<file path="src/rtl/pwr_seq_pkg.sv">
package pwr_seq_pkg;

  typedef enum logic [3:0] {
    PS_ON       = 4'd0,
    PS_ISO_SET  = 4'd1,
    PS_SAVE     = 4'd2,
    PS_SW_OPEN  = 4'd3,
    PS_OFF      = 4'd4,
    PS_SW_CLOSE = 4'd5,
    PS_SETTLE   = 4'd6,
    PS_RESTORE  = 4'd7,
    PS_ISO_CLR  = 4'd8
  } pseq_e;

  // Successor of a running step; resting states map to themselves.
  function automatic pseq_e seq_next(pseq_e s);
    case (s)
      PS_ISO_SET:  return PS_SAVE;
      PS_SAVE:     return PS_SW_OPEN;
      PS_SW_OPEN:  return PS_OFF;
      PS_SW_CLOSE: return PS_SETTLE;
      PS_SETTLE:   return PS_RESTORE;
      PS_RESTORE:  return PS_ISO_CLR;
      PS_ISO_CLR:  return PS_ON;
      default:     return s;
    endcase
  endfunction

  function automatic logic at_rest(pseq_e s);
    return (s == PS_ON) || (s == PS_OFF);
  endfunction

  // Clamp enable: high from the isolate step through the restore step.
  function automatic logic iso_of(pseq_e s);
    return !((s == PS_ON) || (s == PS_ISO_CLR));
  endfunction

  // Retention line: high from save through settle.
  function automatic logic ret_of(pseq_e s);
    return (s == PS_SAVE) || (s == PS_SW_OPEN) || (s == PS_OFF) ||
           (s == PS_SW_CLOSE) || (s == PS_SETTLE);
  endfunction

  // First switch line: drops first on the way down, rises last on the way up.
  function automatic logic sw1_of(pseq_e s, logic first);
    case (s)
      PS_SW_OPEN, PS_OFF: return 1'b0;
      PS_SW_CLOSE:        return !first;
      default:            return 1'b1;
    endcase
  endfunction

  // Second switch line: drops last on the way down, rises first on the way up.
  function automatic logic sw2_of(pseq_e s, logic first);
    case (s)
      PS_OFF:     return 1'b0;
      PS_SW_OPEN: return first;
      default:    return 1'b1;
    endcase
  endfunction

  // Dwell time limited to the range the step counter can hold.
  function automatic int clamp_len(int v, int maxv);
    if (v < 1) return 1;
    if (v > maxv) return maxv;
    return v;
  endfunction

endpackage

</file>
<file path="src/rtl/pwr_seq_req.sv">
module pwr_seq_req (
  input  logic clk,
  input  logic rst_n,
  input  logic req_off,
  input  logic req_on,
  input  logic resting,
  output logic want_off,
  output logic want_on
);

  logic pend_off;
  logic pend_on;

  // Requests are remembered only while a sequence runs; a resting state
  // either consumes them this edge or discards them as redundant.
  always_ff @(posedge clk or negedge rst_n) begin
    if (!rst_n) begin
      pend_off <= 1'b0;
      pend_on  <= 1'b0;
    end else if (resting) begin
      pend_off <= 1'b0;
      pend_on  <= 1'b0;
    end else begin
      pend_off <= pend_off | req_off;
      pend_on  <= pend_on | req_on;
    end
  end

  assign want_off = req_off | pend_off;
  assign want_on  = req_on | pend_on;


  pend_keep_chk: assert property (@(posedge clk) disable iff (!rst_n)
    (!resting && req_off) |=> want_off);

endmodule

</file>
<file path="src/rtl/pwr_seq_timer.sv">
module pwr_seq_timer #(
  parameter int STEP_W = 4
) (
  input  logic              clk,
  input  logic              rst_n,
  input  logic              restart,
  input  logic [STEP_W-1:0] len,
  output logic              first,
  output logic              done
);

  localparam logic [STEP_W-1:0] CNT_MAX = '1;

  logic [STEP_W-1:0] cnt;

  always_ff @(posedge clk or negedge rst_n) begin
    if (!rst_n)
      cnt <= '0;
    else if (restart)
      cnt <= '0;
    else if (cnt != CNT_MAX)
      cnt <= cnt + 1'b1;
  end

  assign first = (cnt == '0);
  assign done  = (cnt == len - 1'b1);

endmodule

</file>
<file path="src/rtl/pwr_seq_drv.sv">
module pwr_seq_drv
  import pwr_seq_pkg::*;
(
  input  logic  clk,
  input  logic  rst_n,
  input  pseq_e st,
  input  logic  first,
  output logic  sw_ctrl1,
  output logic  sw_ctrl2,
  output logic  iso_en,
  output logic  ret_ctrl,
  output logic  busy
);

  always_comb begin
    sw_ctrl1 = sw1_of(st, first);
    sw_ctrl2 = sw2_of(st, first);
    iso_en   = iso_of(st);
    ret_ctrl = ret_of(st);
    busy     = !at_rest(st);
  end


  iso_cover_chk: assert property (@(posedge clk) disable iff (!rst_n)
    !(sw_ctrl1 && sw_ctrl2) |-> iso_en);


  iso_drop_chk: assert property (@(posedge clk) disable iff (!rst_n)
    $fell(iso_en) |-> (sw_ctrl1 && sw_ctrl2 && !ret_ctrl));


  ret_save_chk: assert property (@(posedge clk) disable iff (!rst_n)
    $rose(ret_ctrl) |-> (sw_ctrl1 && sw_ctrl2 && iso_en));


  ret_restore_chk: assert property (@(posedge clk) disable iff (!rst_n)
    $fell(ret_ctrl) |-> (sw_ctrl1 && sw_ctrl2 && iso_en));


  sw_down_order_chk: assert property (@(posedge clk) disable iff (!rst_n)
    $fell(sw_ctrl2) |-> (!sw_ctrl1 && !$past(sw_ctrl1)));


  sw_up_order_chk: assert property (@(posedge clk) disable iff (!rst_n)
    $rose(sw_ctrl1) |-> (sw_ctrl2 && $past(sw_ctrl2)));


  rest_match_chk: assert property (@(posedge clk) disable iff (!rst_n)
    !busy |-> (sw_ctrl1 == sw_ctrl2));

endmodule

</file>
<file path="src/rtl/pwr_seq_ctrl.sv">
module pwr_seq_ctrl
  import pwr_seq_pkg::*;
#(
  parameter int STEP_W    = 4,
  parameter int T_ISO     = 2,
  parameter int T_SAVE    = 3,
  parameter int T_SWOFF   = 2,
  parameter int T_SWON    = 2,
  parameter int T_SETTLE  = 4,
  parameter int T_RESTORE = 2,
  parameter int T_ISOREL  = 1
) (
  input  logic       clk,
  input  logic       rst_n,
  input  logic       req_off,
  input  logic       req_on,
  output logic       sw_ctrl1,
  output logic       sw_ctrl2,
  output logic       iso_en,
  output logic       ret_ctrl,
  output logic [3:0] seq_state,
  output logic       busy
);

  localparam int LEN_MAX = (1 << STEP_W) - 1;
  localparam logic [STEP_W-1:0] L_ISO     = STEP_W'(clamp_len(T_ISO, LEN_MAX));
  localparam logic [STEP_W-1:0] L_SAVE    = STEP_W'(clamp_len(T_SAVE, LEN_MAX));
  localparam logic [STEP_W-1:0] L_SWOFF   = STEP_W'(clamp_len(T_SWOFF, LEN_MAX));
  localparam logic [STEP_W-1:0] L_SWON    = STEP_W'(clamp_len(T_SWON, LEN_MAX));
  localparam logic [STEP_W-1:0] L_SETTLE  = STEP_W'(clamp_len(T_SETTLE, LEN_MAX));
  localparam logic [STEP_W-1:0] L_RESTORE = STEP_W'(clamp_len(T_RESTORE, LEN_MAX));
  localparam logic [STEP_W-1:0] L_ISOREL  = STEP_W'(clamp_len(T_ISOREL, LEN_MAX));

  function automatic logic [STEP_W-1:0] step_len(pseq_e s);
    case (s)
      PS_ISO_SET:  return L_ISO;
      PS_SAVE:     return L_SAVE;
      PS_SW_OPEN:  return L_SWOFF;
      PS_SW_CLOSE: return L_SWON;
      PS_SETTLE:   return L_SETTLE;
      PS_RESTORE:  return L_RESTORE;
      PS_ISO_CLR:  return L_ISOREL;
      default:     return STEP_W'(1);
    endcase
  endfunction

  pseq_e st;
  pseq_e st_nxt;
  logic  resting;
  logic  want_off;
  logic  want_on;
  logic  step_first;
  logic  step_done;
  logic  step_restart;

  assign resting      = at_rest(st);
  assign step_restart = (st_nxt != st);

  pwr_seq_req u_req (
    .clk      (clk),
    .rst_n    (rst_n),
    .req_off  (req_off),
    .req_on   (req_on),
    .resting  (resting),
    .want_off (want_off),
    .want_on  (want_on)
  );

  pwr_seq_timer #(.STEP_W(STEP_W)) u_timer (
    .clk     (clk),
    .rst_n   (rst_n),
    .restart (step_restart),
    .len     (step_len(st)),
    .first   (step_first),
    .done    (step_done)
  );

  always_comb begin
    st_nxt = st;
    case (st)
      PS_ON:   if (want_off) st_nxt = PS_ISO_SET;
      PS_OFF:  if (want_on)  st_nxt = PS_SW_CLOSE;
      default: if (step_done) st_nxt = seq_next(st);
    endcase
  end

  always_ff @(posedge clk or negedge rst_n) begin
    if (!rst_n) st <= PS_ON;
    else        st <= st_nxt;
  end

  pwr_seq_drv u_drv (
    .clk      (clk),
    .rst_n    (rst_n),
    .st       (st),
    .first    (step_first),
    .sw_ctrl1 (sw_ctrl1),
    .sw_ctrl2 (sw_ctrl2),
    .iso_en   (iso_en),
    .ret_ctrl (ret_ctrl),
    .busy     (busy)
  );

  assign seq_state = st;


  start_down_chk: assert property (@(posedge clk) disable iff (!rst_n)
    (seq_state == 4'd0 && req_off) |=> (seq_state == 4'd1));


  start_up_chk: assert property (@(posedge clk) disable iff (!rst_n)
    (seq_state == 4'd4 && req_on) |=> (seq_state == 4'd5));


  stay_on_chk: assert property (@(posedge clk) disable iff (!rst_n)
    (seq_state == 4'd0 && !req_off && !want_off) |=> (seq_state == 4'd0));


  legal_code_chk: assert property (@(posedge clk) disable iff (!rst_n)
    seq_state <= 4'd8);

endmodule

</file>
<file path="config.mk">
export PLATFORM = sky130hd
export DESIGN_NAME = pwr_seq_ctrl
export DESIGN_NICKNAME = d
export VERILOG_FILES = /design/src/rtl/pwr_seq_pkg.sv /design/src/rtl/pwr_seq_req.sv /design/src/rtl/pwr_seq_timer.sv /design/src/rtl/pwr_seq_drv.sv /design/src/rtl/pwr_seq_ctrl.sv
export SDC_FILE = /design/constraint.sdc
export NUM_CORES = 1
export LEC_CHECK = 0
export ABC_CLOCK_PERIOD_IN_PS = 2350
export BUFFER_PORTS_ARGS = -buffer_cell sky130_fd_sc_hd__buf_4
export CAP_MARGIN = 20
export CELL_PAD_IN_SITES_DETAIL_PLACEMENT = 0
export CELL_PAD_IN_SITES_GLOBAL_PLACEMENT = 1
export CORE_MARGIN = 1
export CORE_UTILIZATION = 39
export CTS_CLUSTER_SIZE = 12
export DETAILED_ROUTE_END_ITERATION = 8
export PLACE_DENSITY_LB_ADDON = 0.1
export SLEW_MARGIN = 20
export SYNTH_ARGS = -nofsm -noshare
export SYNTH_HDL_FRONTEND = slang
export SYNTH_SLANG_ARGS = --single-unit
</file>
<file path="constraint.sdc">
create_clock -name clk -period 2.35 [get_ports clk]
set_input_delay 0.47 -clock clk [delete_from_list [all_inputs] [get_ports clk]]
set_output_delay 0.47 -clock clk [all_outputs]
set_load 0.02 [all_outputs]
</file>
==> summary.txt, run 1 <==
Timing
  – RSZ-0062 raised after global routing: no
  – Shortest period the worst path allows: 1.956 ns
  – Total Neg Setup Slack: 0 ns
  – Post-route fraction of the period consumed by the critical path: 0.8323
  – Peak Freq: 511.3 MHz
  – Setup violations, final: 0
  – Final Max Slew Viols: 0
  – Transition at the pin with the smallest max-transition slack: 0.4189 ns
  – Hold violation total from the final report: 0
  – Minimum hold slack: 0.01201 ns
  – Relative slew margins: 0.7182
  – Setup clock skew after layout: 0.005880 ns

Clock network
  – Number of buffers on the longest clock path: 2
  – Level count of the clock H-tree: 1
  – Clock latency on the worst-skew pair: 0.28 ns
  – Number of buffers inserted to repair setup after CTS: 0
  – Count of instances resized after the clock tree is built: 0
  – Num Clock Sinks: 10
  – TritonCTS Buffers: 3
  – Clock tree from TritonCTS: yes
  – CTS root buffer: clkbuf_4
  – Clock transition time at the flip-flop clock pins of the worst setup and hold paths: 0.08 ns
  – Number of buffers inserted by hold repair at cts: 0

Routing
  – First drt pass iteration count: 4
  – Antenna Nets Post-Route: 0
  – Routed len/inst: 12.46 um
  – Remaining DRCs: 0
  – Total wire length: 1694 um
  – Vias after detailed routing: 722
  – Iteration-0 DRC Markers: 3
  – Avg Vias per Cell: 5.309

Floorplan
  – Floorplan die width: 45.77 um
  – Die ar.: 2094 um2
  – Die Ht: 45.77 um
  – Boundary pin count: 13
  – Placeable core region: 1764 um2
  – Total number of placement rows: 15
  – Starting density of the core: 0.4234

Worst setup path
  – Data arrival time of the critical path: 1.49 ns
  – Crit end category: output port
  – Path type of the worst setup path: reg2out
  – Maximum fanout count along the critical path: 5
  – Required @ worst endpoint: 1.88 ns
  – Start point of the critical path: u_timer.cnt[1]
  – Critical register-to-register path startpoint: seq_state[2]
  – Startpoint kind of the worst setup timing path: flip-flop

Finish
  – Layout cells sized above 1: 0.2252
  – Relative area change from synthesis to final layout: 25.46%
  – Most frequent cells in the layout: buf_4 (19), nor2_1 (13), dfrtp_1 (10), a21oi_1 (6)
  – Count of placed standard cells in the final layout, fillers left out: 136
  – Commonest non-fill, non-tap cell in the layout: buf_4
  – Cell area after layout: 937.1 um2
  – Diodes inserted: 0
  – Final Core Density: 0.5312
  – Total number of nets in the final design: 119

Pwr
  – Sequential cell fraction of total power: 0.230
  – Switching share of power: 0.4695
  – Total leakage power: 0.0003940 uW
  – Combinational Power Share: 0.654
  – Cell internal pwr: 752.7 uW
  – Clk pwr share: 0.116
  – Power Dens Cells: 1514 nW/um2
  – Psw: 666.1 uW
  – Largest voltage drop on the vdd net: 738.1 uV

Global route
  – Maximum number of pins on one net before global-route repair: 16
  – GRT overflow: 0
  – Global-route usage over all layers: 0.1880
  – Wire length of the first global-routing pass: 2691 um
  – Number of global-route vias before repair: 619
  – Initial antenna violation count: 0

Place
  – Routability-driven placement congestion ratio: 0.7605
  – Area after detailed placement: 900.9 um2
  – Placed insts: 132
  – Number of buffer cells added on primary ports: 12
  – Final HPWL from detailed placement: 1217 um

Logic synthesis
  – Number of nets produced by synthesis: 100
  – YS warnings: 0
  – Post-synth cell types: 34
  – Gate count of the mapped netlist: 93
  – Total of flip-flops plus latches after synthesis: 10
  – Synth Cell Area: 747.0 um2
  – Post-synthesis sequential area ratio: 0.3350
  – Dominant register cell in the synthesized netlist: dfrtp_1
  – Number of flops mapped to enable cells by yosys: 0
  – Share of flip-flops with an asynchronous set or reset after synthesis: 1.000
  – Synth Area per Inst: 8.032 um2

Worst hold path
  – Class of the tightest hold or removal check: in2async

Job
  – Max-cap check violation count: 0

Outcome
  – Result of the run: finished clean
## final cells by class
type                            count  area [um2]
Timing Repair Buffer               19       142.6
Inverter                            4       15.01
Tap cell                           25       31.28
Clock buffer                        4       36.28
Multi-Input combinational cell     74       461.7
Fill cell                         187       827.0
Sequential cell                    10       250.2
## power by group through the flow
stage / Clock [uW] / Combinational (uW) / Sequential (uW)
2_1_floorplan: 0 / 610 / 370
3_3_place_gp: 0 / 923 / 331
3_5_place_dp: 0 / 928 / 330
4_1_cts: 164 / 935 / 327
5_1_grt: 175 / 1040 / 339
6_report: 165 / 928 / 326
## kinds of logic (layout without fill, tap and decap cells)
logic type               count (synthesis)  after routing  share of synthesized area
AND/OR/NAND/NOR                         45             45                     0.3216
AO/OA/AOI/OAI                           20             20                     0.1759
flip-flops                              10             10                     0.3350
buffers and inverters                    9             27                    0.04688
XOR/XNOR                                 6              6                    0.07036
adder cells (fa/ha/maj)                  3              3                    0.05026
## cells in the mapped netlist, types with 2 or more instances
| master | count | area share |
|---|---|---|
| o21bai_1 | 2 | 0.020 |
| dfrtp_1 | 10 | 0.34 |
| ha_1 | 3 | 0.050 |
| nand2b_1 | 4 | 0.033 |
| inv_1 | 4 | 0.020 |
| nand2_1 | 5 | 0.025 |
| a21o_1 | 2 | 0.020 |
| nor2_1 | 13 | 0.065 |
| o211ai_1 | 2 | 0.020 |
| xor2_1 | 3 | 0.035 |
| clkbuf_1 | 4 | 0.020 |
| o21ai_0 | 3 | 0.020 |
| nand3_1 | 5 | 0.033 |
| xnor2_1 | 3 | 0.035 |
| a21oi_1 | 6 | 0.040 |
| nor3_1 | 3 | 0.020 |
| nor2b_1 | 2 | 0.017 |
| or3_1 | 2 | 0.017 |
| nor4_1 | 2 | 0.017 |
## per-layer routing
metal / GRT usage / routed length, um / vias up
met5: 0 / 0 / -
met3: 0.02381 / 71 / 5
met4: 0.1059 / 34 / 0
met2: 0.2971 / 774 / 20
li1: - / - / 362
met1: 0.2463 / 813 / 335
## state kept, by name (all words and copies together), names as in the netlist
name            cells
u_timer.cnt         4
u_req.pend_on       1
u_req.pend_off      1
seq_state           4
## final timing paths
check,end,slack (ns),cells after the start
max in group asynchronous,seq_state[0],2.18,1
max reg2reg,seq_state[0],0.40,7
min in group clk,u_req.pend_off,0.43,3
max,sw_ctrl2,0.39,6
min reg2reg,u_req.pend_off,0.49,2
min,u_timer.cnt[2],0.01,1
## per-stage QoR
stage	total power (uW)	worst slack (ns)
detailed placement	1258	0.3950
CTS	1426	0.3809
floorplan	980.5	0.2301
global placement	1254	0.4230
finish	1419	0.3941
global route	1555	0.2305
## worst max-delay path, cell delays in order, from the launching register on
cell and delay [ns]:
dfrtp_1 0.44, inv_1 0.07, ha_1 0.18, nand2_1 0.09, nand3_1 0.09, a21o_1 0.18
buf_4 0.15
Power figures use the tool's default switching activity.
==> run 2, diff against run 1 <==
--- a/config.mk
+++ b/config.mk
@@ -5,7 +5,7 @@
 export SDC_FILE = /design/constraint.sdc
 export NUM_CORES = 1
 export LEC_CHECK = 0
-export ABC_CLOCK_PERIOD_IN_PS = 2350
+export ABC_CLOCK_PERIOD_IN_PS = 1900
 export BUFFER_PORTS_ARGS = -buffer_cell sky130_fd_sc_hd__buf_4
 export CAP_MARGIN = 20
 export CELL_PAD_IN_SITES_DETAIL_PLACEMENT = 0
==> constraint.sdc (replaced) <==
create_clock -name clk -period 1.9 [get_ports clk]
set_input_delay 0.38 -clock clk [delete_from_list [all_inputs] [get_ports clk]]
set_output_delay 0.38 -clock clk [all_outputs]
set_load 0.02 [all_outputs]
==> summary.txt, run 2 (same netlist as run 1, synthesis figures left out) <==
Finish
  – Cell area after layout: 1057 um2 (+13%)
  – Most frequent cells in the layout: buf_4 (24), nor2_1 (11), dfrtp_1 (6), nand3_1 (5)
  – Total number of nets in the final design: 125 (+5.0%)
  – Relative area change from synthesis to final layout: 41.54%
  – Top flop regs: seq_state: 4 flops, u_timer.cnt: 4 flops
  – Layout cells sized above 1: 0.3932 (+0.1679)
  – Commonest non-fill, non-tap cell in the layout: buf_4
  – Diodes inserted: 0 (unchanged)
  – Total of fill cells in the finished design: 170 (-9.1%)

Routing
  – Antenna Nets Post-Route: 0 (unchanged)
  – Routed len/inst: 13.06 um (+4.8%)
  – Vias after detailed routing: 728 (+0.83%)
  – Total wire length: 1854 um (+9.4%)
  – Iteration-0 DRC Markers: 11 (+8)
  – Avg Vias per Cell: 5.127 (-3.4%)
  – First drt pass iteration count: 4 (unchanged)
  – Remaining DRCs: 0 (unchanged)

Pwr
  – Total leakage power: 0.0004403 uW (+12%)
  – Largest voltage drop on the vdd net: 982.4 uV (+33%)
  – Power Dens Cells: 1992 nW/um2 (+32%)

Global route
  – Met2 demand-to-capacity share in global routing: 0.3314 (+0.03429)
  – Layer with the highest usage after global routing: met2
  – Global-route usage over all layers: 0.2107 (+0.02274)
  – Wire length of the first global-routing pass: 3132 um (+16%)
  – GRT overflow: 0 (unchanged)
  – Maximum number of pins on one net before global-route repair: 15 (-1)
  – GR met3 Demand/Resource: 0.02381 (unchanged)
  – Number of global-route vias before repair: 679 (+9.7%)
  – Global routing usage on met1: 0.2917 (+0.04536)
  – Initial antenna violation count: 0 (unchanged)

Floorplan
  – Die Ht: 45.77 um (unchanged)
  – Floorplan die width: 45.77 um (unchanged)
  – Total number of placement rows: 15 (unchanged)
  – Boundary pin count: 13 (unchanged)
  – Die ar.: 2094 um2 (unchanged)
  – Placeable core region: 1764 um2 (unchanged)
  – Starting density of the core: 0.4234 (unchanged)

Clock network
  – Num Clock Sinks: 10 (unchanged)
  – Level count of the clock H-tree: 1 (unchanged)
  – TritonCTS Buffers: 3 (unchanged)
  – CTS root buffer: clkbuf_4
  – Clock transition time at the flip-flop clock pins of the worst setup and hold paths: 0.07 ns (about the same)
  – Number of buffers on the longest clock path: 2 (unchanged)
  – Clock tree from TritonCTS: yes
  – Clock latency on the worst-skew pair: 0.27 ns (about the same)

Timing
  – Hold violation total from the final report: 0 (unchanged)
  – Setup violations, final: 3 (+3)
  – Final Max Slew Viols: 0 (unchanged)
  – Shortest period the worst path allows: 1.944 ns
  – Transition at the pin with the smallest max-transition slack: 0.3349 ns (-0.08398 ns)
  – Setup slack after layout: -0.04444 ns (-0.4385 ns)
  – RSZ-0062 raised after global routing: yes
  – Post-route fraction of the period consumed by the critical path: 1.023
  – Peak Freq: 514.3 MHz
  – Relative slew margins: 0.7749 (+0.05671)
  – Minimum hold slack: 0.3335 ns (+0.3215 ns)
  – Setup clock skew after layout: 0.004215 ns (-0.001665 ns)

Outcome
  – Violated checks: negative setup slack
  – Result of the run: complete, but fails checks

Job
  – Max-cap check violation count: 0 (unchanged)

Place
  – Final HPWL from detailed placement: 1253 um (+3.0%)
  – Routability-driven placement congestion ratio: 0.7852 (+3.2%)
  – Number of buffer cells added on primary ports: 12 (unchanged)
  – Area after detailed placement: 949.7 um2 (+5.4%)

Worst setup path
  – Delay of the slowest critical-path stage: 0.43 ns (about the same)
  – Path type of the worst setup path: reg2reg
  – Maximum fanout count along the critical path: 6 (+1)
  – Required @ worst endpoint: 2.06 ns (+0.18 ns)
  – Cells along the critical path: nor2b_4 > o21bai_1 > ha_2 > xor2_1 > nand2_2 > or2_1 > o311a_1
  – Crit end category: flip-flop
  – Data arrival time of the critical path: 2.11 ns (+0.62 ns)
  – Startpoint kind of the worst setup timing path: flip-flop
  – Crit path max-delay cell type: dfrtp_2
  – Depth of the worst register-to-register path: 7 (unchanged)

Worst hold path
  – Number of cells on the worst hold path: 3
  – Class of the tightest hold or removal check: in2reg
-- run 2: path summary, 6_finish.rpt --
check                               startpoint              to  slack (ns)
worst max-delay path              seq_state[1]  u_timer.cnt[3]       -0.04
worst min-delay path                   req_off  u_req.pend_off        0.33
worst max register to register    seq_state[1]  u_timer.cnt[3]       -0.04
worst min register to register  u_req.pend_off  u_req.pend_off        0.49
max in group asynchronous                rst_n    seq_state[2]        1.26
min in group asynchronous                rst_n  u_timer.cnt[3]        0.48
-- run 2: timing repair --
item,4_1_cts,5_1_grt
hold endpoints to repair,10,0
gates resized for setup,2,6
hold buffers,1,0
gates cloned,0,0
setup buffers,2,1
setup endpoints to repair,6,11
pin swaps,6,8
-- run 2: per-layer routing --
metal | share of wire | vias up | wire length [um]
met5 | 0 | - | 0
met3 | 0.028 | 5 | 52
met2 | 0.48 | 17 | 892
met4 | 0.016 | 0 | 29
met1 | 0.47 | 333 | 880
li1 | - | 373 | -
-- run 2: layout make-up --
type | instances | area, um2 | share of cell area
repair buffers | 25 | 190.2 | 0.1799
flip-flops and latches | 10 | 255.2 | 0.2414
multi-input cells | 74 | 529.3 | 0.5006
well taps | 25 | 31.28 | 0.02959
clock buffers | 4 | 36.28 | 0.03432
inverters | 4 | 15.01 | 0.01420
-- run 2: stage by stage --
stage | setup slack, ns | std cells | setup TNS (ns) | util | power (uW)
finish | -0.04444 | 142 | -0.08394 | 0.5993 | 2106
detailed placement | -0.03372 | 134 | -0.1093 | 0.5383 | 1688
CTS | -0.01887 | 141 | -0.01887 | 0.5780 | 1975
global route | -0.1178 | 142 | -0.6547 | 0.5993 | 2276
floorplan | -0.1152 | 93 | -0.5367 | - | 1351
global placement | -0.005723 | 134 | -0.01070 | 0.5383 | 1675
-- run 2: worst max-delay path, delay by kind of cell (launching register included) --
family                   cells  cell delay (ns)
flip-flops                   1             0.43
XOR/XNOR                     1             0.17
adder cells (fa/ha/maj)      1             0.30
AO/OA/AOI/OAI                2             0.43
AND/OR/NAND/NOR              3             0.50
-- run 2: where the power goes --
part	switching (uW)	internal (uW)	leakage (uW)
Sequential	118	317	0.000103
Combinational	786	686	0.000317
Clock	83.4	117	0.0000210
Total	987	1120	0.000440
